File: src/rtl/mcc_pkg.sv
package mcc_pkg;

    typedef enum logic [3:0] {
        ST_FETCH      = 4'd0,
        ST_DECODE     = 4'd1,
        ST_MEMADDR    = 4'd2,
        ST_LOADRD     = 4'd3,
        ST_LOADWB     = 4'd4,
        ST_STORE      = 4'd5,
        ST_REXEC      = 4'd6,
        ST_RWB        = 4'd7,
        ST_BRANCH     = 4'd8,
        ST_JUMP       = 4'd9,
        ST_TRAP_UNDEF = 4'd10,
        ST_TRAP_OVF   = 4'd11
    } state_e;

    localparam logic [1:0] ALU_ADD   = 2'b00;
    localparam logic [1:0] ALU_SUB   = 2'b01;
    localparam logic [1:0] ALU_FUNCT = 2'b10;

    localparam logic [1:0] BSEL_REG  = 2'b00;
    localparam logic [1:0] BSEL_FOUR = 2'b01;
    localparam logic [1:0] BSEL_IMM  = 2'b10;
    localparam logic [1:0] BSEL_IMM4 = 2'b11;

    localparam logic [1:0] PCS_ALU   = 2'b00;
    localparam logic [1:0] PCS_OUT   = 2'b01;
    localparam logic [1:0] PCS_JMP   = 2'b10;
    localparam logic [1:0] PCS_TRAP  = 2'b11;

    typedef struct packed {
        logic       reg_dst;
        logic       reg_wr;
        logic       alu_a_sel;
        logic       mem_rd;
        logic       mem_wr;
        logic       wb_from_mem;
        logic       addr_from_alu;
        logic       ir_wr;
        logic       pc_wr;
        logic       pc_wr_cond;
        logic [1:0] alu_op;
        logic [1:0] alu_b_sel;
        logic [1:0] pc_src;
        logic       epc_wr;
        logic       cause_wr;
        logic       cause_val;
    } ctrl_t;

    typedef struct packed {
        state_e state;
    } fsm_t;

endpackage

File: src/rtl/mcc_next_state.sv
module mcc_next_state
    import mcc_pkg::*;
#(
    parameter int              OPC_W   = 6,
    parameter logic [OPC_W-1:0] OPC_RRR = 6'h00,
    parameter logic [OPC_W-1:0] OPC_LD  = 6'h23,
    parameter logic [OPC_W-1:0] OPC_ST  = 6'h2B,
    parameter logic [OPC_W-1:0] OPC_BEQ = 6'h04,
    parameter logic [OPC_W-1:0] OPC_JMP = 6'h02
) (
    input  state_e           state_i,
    input  logic [OPC_W-1:0] opcode_i,
    input  logic             ovf_i,
    output state_e           state_o
);

    // Dispatch from decode; anything unlisted is an undefined instruction.
    state_e dispatch;
    always_comb begin
        if (opcode_i == OPC_RRR)                            dispatch = ST_REXEC;
        else if (opcode_i == OPC_LD || opcode_i == OPC_ST)  dispatch = ST_MEMADDR;
        else if (opcode_i == OPC_BEQ)                       dispatch = ST_BRANCH;
        else if (opcode_i == OPC_JMP)                       dispatch = ST_JUMP;
        else                                                dispatch = ST_TRAP_UNDEF;
    end

    always_comb begin
        state_o = ST_FETCH;
        case (state_i)
            ST_FETCH:   state_o = ST_DECODE;
            ST_DECODE:  state_o = dispatch;
            ST_MEMADDR: state_o = (opcode_i == OPC_LD) ? ST_LOADRD : ST_STORE;
            ST_LOADRD:  state_o = ST_LOADWB;
            // Overflow is only meaningful in the execute step of the ALU path.
            ST_REXEC:   state_o = ovf_i ? ST_TRAP_OVF : ST_RWB;
            default:    state_o = ST_FETCH;
        endcase
    end

endmodule

File: src/rtl/mcc_ctrl_decode.sv
module mcc_ctrl_decode
    import mcc_pkg::*;
(
    input  state_e state_i,
    output ctrl_t  ctrl_o
);

    always_comb begin
        ctrl_o = '0;
        case (state_i)
            ST_FETCH: begin
                ctrl_o.mem_rd    = 1'b1;
                ctrl_o.ir_wr     = 1'b1;
                ctrl_o.pc_wr     = 1'b1;
                ctrl_o.alu_b_sel = BSEL_FOUR;
                ctrl_o.alu_op    = ALU_ADD;
                ctrl_o.pc_src    = PCS_ALU;
            end
            ST_DECODE: begin
                ctrl_o.alu_b_sel = BSEL_IMM4;
                ctrl_o.alu_op    = ALU_ADD;
            end
            ST_MEMADDR: begin
                ctrl_o.alu_a_sel = 1'b1;
                ctrl_o.alu_b_sel = BSEL_IMM;
                ctrl_o.alu_op    = ALU_ADD;
            end
            ST_LOADRD: begin
                ctrl_o.mem_rd        = 1'b1;
                ctrl_o.addr_from_alu = 1'b1;
            end
            ST_LOADWB: begin
                ctrl_o.reg_wr      = 1'b1;
                ctrl_o.wb_from_mem = 1'b1;
            end
            ST_STORE: begin
                ctrl_o.mem_wr        = 1'b1;
                ctrl_o.addr_from_alu = 1'b1;
            end
            ST_REXEC: begin
                ctrl_o.alu_a_sel = 1'b1;
                ctrl_o.alu_b_sel = BSEL_REG;
                ctrl_o.alu_op    = ALU_FUNCT;
            end
            ST_RWB: begin
                ctrl_o.reg_wr  = 1'b1;
                ctrl_o.reg_dst = 1'b1;
            end
            ST_BRANCH: begin
                ctrl_o.alu_a_sel  = 1'b1;
                ctrl_o.alu_b_sel  = BSEL_REG;
                ctrl_o.alu_op     = ALU_SUB;
                ctrl_o.pc_wr_cond = 1'b1;
                ctrl_o.pc_src     = PCS_OUT;
            end
            ST_JUMP: begin
                ctrl_o.pc_wr  = 1'b1;
                ctrl_o.pc_src = PCS_JMP;
            end
            ST_TRAP_UNDEF, ST_TRAP_OVF: begin
                // ALU backs the PC up by four for the exception-PC register.
                ctrl_o.alu_a_sel = 1'b0;
                ctrl_o.alu_b_sel = BSEL_FOUR;
                ctrl_o.alu_op    = ALU_SUB;
                ctrl_o.epc_wr    = 1'b1;
                ctrl_o.cause_wr  = 1'b1;
                ctrl_o.cause_val = (state_i == ST_TRAP_OVF);
                ctrl_o.pc_wr     = 1'b1;
                ctrl_o.pc_src    = PCS_TRAP;
            end
            default: ctrl_o = '0;
        endcase
    end

endmodule

File: src/rtl/mc_ctrl_fsm.sv
module mc_ctrl_fsm
    import mcc_pkg::*;
#(
    parameter int               OPC_W   = 6,
    parameter logic [OPC_W-1:0] OPC_RRR = 6'h00,
    parameter logic [OPC_W-1:0] OPC_LD  = 6'h23,
    parameter logic [OPC_W-1:0] OPC_ST  = 6'h2B,
    parameter logic [OPC_W-1:0] OPC_BEQ = 6'h04,
    parameter logic [OPC_W-1:0] OPC_JMP = 6'h02
) (
    input  logic             clk,
    input  logic             rst_n,
    input  logic [OPC_W-1:0] opcode_i,
    input  logic             ovf_i,
    output logic             reg_dst_o,
    output logic             reg_wr_o,
    output logic             alu_a_sel_o,
    output logic             mem_rd_o,
    output logic             mem_wr_o,
    output logic             wb_from_mem_o,
    output logic             addr_from_alu_o,
    output logic             ir_wr_o,
    output logic             pc_wr_o,
    output logic             pc_wr_cond_o,
    output logic [1:0]       alu_op_o,
    output logic [1:0]       alu_b_sel_o,
    output logic [1:0]       pc_src_o,
    output logic             epc_wr_o,
    output logic             cause_wr_o,
    output logic             cause_val_o
);

    fsm_t   fsm_d, fsm_q;
    state_e state_nxt;
    ctrl_t  ctrl;

    mcc_next_state #(
        .OPC_W  (OPC_W),
        .OPC_RRR(OPC_RRR),
        .OPC_LD (OPC_LD),
        .OPC_ST (OPC_ST),
        .OPC_BEQ(OPC_BEQ),
        .OPC_JMP(OPC_JMP)
    ) u_next (
        .state_i (fsm_q.state),
        .opcode_i(opcode_i),
        .ovf_i   (ovf_i),
        .state_o (state_nxt)
    );

    mcc_ctrl_decode u_dec (
        .state_i(fsm_q.state),
        .ctrl_o (ctrl)
    );

    always_comb begin
        fsm_d       = fsm_q;
        fsm_d.state = state_nxt;
    end

    always_ff @(posedge clk) begin
        if (!rst_n) fsm_q.state <= ST_FETCH;
        else        fsm_q       <= fsm_d;
    end

    assign reg_dst_o       = ctrl.reg_dst;
    assign reg_wr_o        = ctrl.reg_wr;
    assign alu_a_sel_o     = ctrl.alu_a_sel;
    assign mem_rd_o        = ctrl.mem_rd;
    assign mem_wr_o        = ctrl.mem_wr;
    assign wb_from_mem_o   = ctrl.wb_from_mem;
    assign addr_from_alu_o = ctrl.addr_from_alu;
    assign ir_wr_o         = ctrl.ir_wr;
    assign pc_wr_o         = ctrl.pc_wr;
    assign pc_wr_cond_o    = ctrl.pc_wr_cond;
    assign alu_op_o        = ctrl.alu_op;
    assign alu_b_sel_o     = ctrl.alu_b_sel;
    assign pc_src_o        = ctrl.pc_src;
    assign epc_wr_o        = ctrl.epc_wr;
    assign cause_wr_o      = ctrl.cause_wr;
    assign cause_val_o     = ctrl.cause_val;

endmodule

File: config.mk
export PLATFORM = sky130hd
export DESIGN_NAME = mc_ctrl_fsm
export DESIGN_NICKNAME = d
export VERILOG_FILES = /design/src/rtl/mcc_pkg.sv /design/src/rtl/mcc_next_state.sv /design/src/rtl/mcc_ctrl_decode.sv /design/src/rtl/mc_ctrl_fsm.sv
export SDC_FILE = /design/constraint.sdc
export NUM_CORES = 1
export LEC_CHECK = 0
export BUFFER_PORTS_ARGS = -buffer_cell sky130_fd_sc_hd__buf_2
export CELL_PAD_IN_SITES_DETAIL_PLACEMENT = 2
export CELL_PAD_IN_SITES_GLOBAL_PLACEMENT = 2
export CORE_MARGIN = 1
export CORE_UTILIZATION = 18
export CTS_CLUSTER_DIAMETER = 80
export CTS_CLUSTER_SIZE = 10
export DETAILED_ROUTE_END_ITERATION = 12
export HOLD_SLACK_MARGIN = 0.02
export PLACE_DENSITY_LB_ADDON = 0.1
export SETUP_SLACK_MARGIN = 0.4
export SYNTH_ARGS = -nofsm -noshare
export SYNTH_HDL_FRONTEND = slang
export SYNTH_SLANG_ARGS = --single-unit
File: constraint.sdc
create_clock -name clk -period 1.4 [get_ports clk]
set_input_delay 0.28 -clock clk [delete_from_list [all_inputs] [get_ports clk]]
set_output_delay 0.28 -clock clk [all_outputs]
set_load 0.03 [all_outputs]
-- After elaboration in Yosys (flattened, before gate mapping)
Cells that the tools add are included.
- eq/ne operators: 15
- muxes and demuxes: 20
- reduce and logical (&&, ||, !) cells: 9
- operators with widths (cell ; number):
    4-bit case mux with 6 select lines ; 1
    4-bit case mux with 5 select lines ; 1
    4-bit by 3-bit equality test with 1-bit output, second input constant ; 4
    4-bit equality test, second input constant ; 4
    4-bit 2-to-1 mux ; 4
    6-bit equality test, second input constant ; 2
    1-bit 2-to-1 mux ; 10
    4-bit by 2-bit equality test with 1-bit output, second input constant ; 2
    2-bit OR reduction ; 4
    6-bit by 2-bit equality test with 1-bit output, second input constant ; 1
    6-bit by 3-bit equality test with 1-bit output, second input constant ; 1
    6-bit zero test ; 1
    3-bit 2-to-1 mux ; 2
    2-bit case mux with 3 select lines ; 1
    4-bit by 1-bit equality test with 1-bit output, second input constant ; 1
    4-bit zero test ; 1
    4-bit OR reduction ; 1
    3-bit OR reduction ; 1
    2-bit 2-to-1 mux ; 1
    1-bit logical OR ; 1
- input port bits: 9
- word-level logic and storage cells: 45
- flip-flop bits (word level): 4
- output and inout bits: 19

-- Depth between registers and ports, before layout
- depth after elaboration: 6
- depth in mapped cells: 4
- gate-level depth less buffers: 3

-- Hierarchy
A second synthesis with hierarchy kept.
- cells, all modules: 62
- area total of the unflattened synthesis: 500.5 um^2
- by module, submodules not included (module ; cells an instance ; area each (um^2) ; seq. area each (um^2) ; instances):
    mcc_ctrl_decode ; 32 ; 227.7 ; 0.0 ; 1
    mcc_next_state ; 22 ; 167.7 ; 0.0 ; 1
    mc_ctrl_fsm ; 8 ; 105.1 ; 80.1 ; 1

-- Worst setup path before layout
No wires, ideal clock.
- kind: register -> output
- start point: register fsm_q[1] (netlist name)
- end point: output port pc_wr_o
- path slack: -0.785 ns
- buffers on the path: 1
- cell stages (with the launch flop): 4
- data required time: 1.120 ns
- data arrival time: 1.905 ns
- path through: dfxtp_1 -> buf_2 -> nor4_1 -> or2_2
- longest elaborated chain between the ends: 3
- elaborated cells between the ends (all ways): 6
- classes of those cells: 3 x eq/ne; 1 x mux; 2 x reduce/logical
- ends and longest elaborated chain (element ; line ; source):
    start: declaration ; mc_ctrl_fsm.sv:33 ; fsm_t fsm_d, fsm_q;
    start signal: assignment ; mc_ctrl_fsm.sv:63 ; else fsm_q <= fsm_d;
    4-bit equality test / 4-bit zero test (equally long branches) ; mcc_ctrl_decode.sv:10 ; case (state_i)
    4-bit OR reduction (no line) * ; n/a ;
    1-bit 2-to-1 mux * ; mcc_ctrl_decode.sv:10 ;
    end: declaration ; mc_ctrl_fsm.sv:23 ; output logic pc_wr_o,
Mark *: on every way between the ends. The rest lies on a longest branch, timed or not.

-- Worst setup path after layout
- start point: register fsm_q[2] (netlist name)
- end point: register fsm_q[1] (netlist name)
- longest elaborated chain between the ends: 2
- elaborated cells between the ends (all ways): 6
- classes of those cells: 4 x eq/ne; 1 x mux; 1 x reduce/logical
- ends and longest elaborated chain (element ; line ; source):
    4-bit by 3-bit equality test with 1-bit output (tied with other cells) ; mcc_next_state.sv:29 ; case (state_i)
    4-bit case mux with 5 select lines * ; mcc_next_state.sv:29 ;
Marks and branches as above.
A chain may end at the register's enable or synchronous reset.

==> results.txt <==
CP delay by family, top = simple AND/OR/NAND/NOR gates
Number of global-route vias before repair = 810
Inserted Clock Buffers = 3
Antenna cells = 0
# setup viols final = 21
Peak supply drop = 0.789 mV
Syn. warnings = 0
Final nets = 131
Max Clock Skew = 0.00113 ns
CP Data Arrival Time = 1.84 ns
CTS Hold Buffers Added = 0
Leakage = 0.000521 uW
Slew Limit Fails = 0
Max Clk Rate = 594 MHz
Switching pwr = 659 uW
PD cells = 1100 mW/mm^2
WHS = 0.295 ns
Status = complete, but fails checks
Critical path class = register to register
RD Place Congestion = 0.733
Internal = 785 uW
DR vias/cell = 5.14
Worst-Margin Slew = 0.483 ns
Number of I/O port buffers = 27
Required @ worst endpoint = 1.55 ns
Gate power share = 0.760
Final Power = 1440 uW
Register area share after synthesis = 0.177
Crit-path slowest cell = or4b_1
CP Max Fanout = 5
Num rows = 17
Fin crit share = 1.20
Mean Syn Cell Area = 6.97 um^2
Ratio of cells with drive above 1 in the final layout = 0.777
Synth Instances = 65
Startpoint Class = register
Synthesized net count = 74
Post-synth top area cell = dfxtp_1
Core Area = 0.00230 mm^2
Clock power share = 0.126
Vias = 766
Clk root buf = clkbuf_4
Setup TNS Final = -3.50 ns
Worst R2R Start = fsm_q[2]
Sequential power share = 0.115
Failing checks = setup timing
Hpwl dp = 1.61 mm
Die height = 52.2 um
Number of DRC markers in iteration 0 = 9
Initial core utilization = 0.197
P&R area growth vs syn = 191%
Clk_lat worst skew = 0.25 ns
Hold Crit Start = ovf_i
Post-synth top cells = 10 x nor2_1, 4 x a21oi_1, 4 x dfxtp_1
Grt total ovfl = 0
Deepest clock path buffer count = 2
Routed WL = 3.26 mm
Area of the mapped netlist = 453 um^2
Top flop regs = fsm_q x4
CP endpoint kind = register
WP buf/inv = 1
CTS tree = built
Antenna violations before repair = 0
Dominant cells by area after synthesis = dfxtp_1 18%, nor2_1 8.3%, a21oi_1 4.4%
RSZ-0062 raised after global routing = true
# DRC = 0
Biggest register = fsm_q
Clock-pin transition on the worst setup and hold timing paths = 0.05 ns
Hold Path Class = primary input to register
Slew HR = 0.675
Max-cap violations = 0
Most instantiated library cell after synthesis = nor2_1
Die ar. = 0.00272 mm^2
Post-synth EDFFs = 0
Crit path largest cell delay = 0.46 ns
Num ports = 28
Sw Share = 0.456
Final hold viol count = 0
Routed WL per cell = 21.9 um
Yosys top cell area share = 0.177
Htree depth = 1
Async SR Flop Fraction = 0
Largest net degree at the start of global routing = 11
Unique masters post-synth = 32
CP startpoint = fsm_q[2]
First-pass GRT wire length = 4.13 mm
Synth Flop Type = dfxtp_1
Die X = 52.2 um
DR pass1 iterations = 4
Clk sinks = 4
Max reg flops = 4
Total GRT Usage = 0.220
Post-synthesis register bit count = 4
Setup WS post-layout = -0.284 ns
Tmin final = 1.68 ns
Detail Route Antenna Nets = 0
Crit-path cells = buf_6, or4b_1, or4_1, a31oi_1
## routing by layer
layer	GRT usage	vias up	wire length [um]
met3	0.0468	10	160
met2	0.415	33	1890
li1	-	347	-
met5	0	-	0
met1	0.227	376	1120
met4	0.101	0	91
## stage by stage
step	utilization	cells	setup WS, ns	area (um^2)
floorplan	-	65	-0.128	662
global placement	0.400	134	-0.0162	918
detailed placement	0.400	134	-0.100	918
CTS	0.523	143	-0.204	1200
global route	0.573	149	-0.330	1320
finish	0.573	149	-0.284	1320
## layout by cell type (no fill, tap or decap), types with 2 or more instances in the layout
master / n
a21oi_1: 2
a21oi_4: 2
a31oi_1: 2
buf_12: 2
buf_2: 8
buf_4: 13
buf_6: 31
buf_8: 3
clkbuf_4: 3
dfxtp_4: 4
inv_1: 3
nand2b_4: 2
nor2_4: 8
nor2b_1: 3
nor3_4: 3
nor3b_4: 2
or4_1: 2
## final cells by class
class	instances	area, um^2
fillers	215	981
multi-input cells	53	577
repair buffers	57	572
flip-flops and latches	4	95.1
well taps	28	35.0
clock buffers	4	26.3
inverters	3	11.3
## power groups by stage
stage,registers [uW],clock network [uW],logic [uW]
floorplan,161,0,508
global placement,154,0,715
detailed placement,155,0,739
CTS,161,173,964
global route,167,192,1150
finish,165,182,1100
## logic make-up (layout without fill, tap and decap cells)
| logic type | after synthesis | count (layout) | share of synthesized area |
|---|---|---|---|
| compound gates | 12 | 12 | 0.171 |
| xor+xnor | 4 | 4 | 0.0774 |
| buf+inv | 8 | 64 | 0.0829 |
| flops | 4 | 4 | 0.177 |
| mux | 1 | 1 | 0.0249 |
| simple gates | 36 | 36 | 0.467 |
## worst reg2reg max path, delay by kind of cell, from the launching register on
family | cells | cell delay (ns)
compound gates | 1 | 0.21
buf+inv | 1 | 0.12
flops | 1 | 0.37
simple gates | 2 | 0.88
## timing repair
action,in CTS,in global routing
resized for setup,63,18
endpoints found under the setup margin,23,23
hold endpoints to repair,0,0
buffers inserted,5,6
pin swaps,7,7
## final timing paths
check | end | slack (ns) | cells past startpoint
max | fsm_q[1] | -0.28 | 4
min | fsm_q[3] | 0.29 | 3
max reg2reg | fsm_q[1] | -0.28 | 4
min reg2reg | fsm_q[0] | 0.74 | 3
Power figures use the tool's default switching activity.
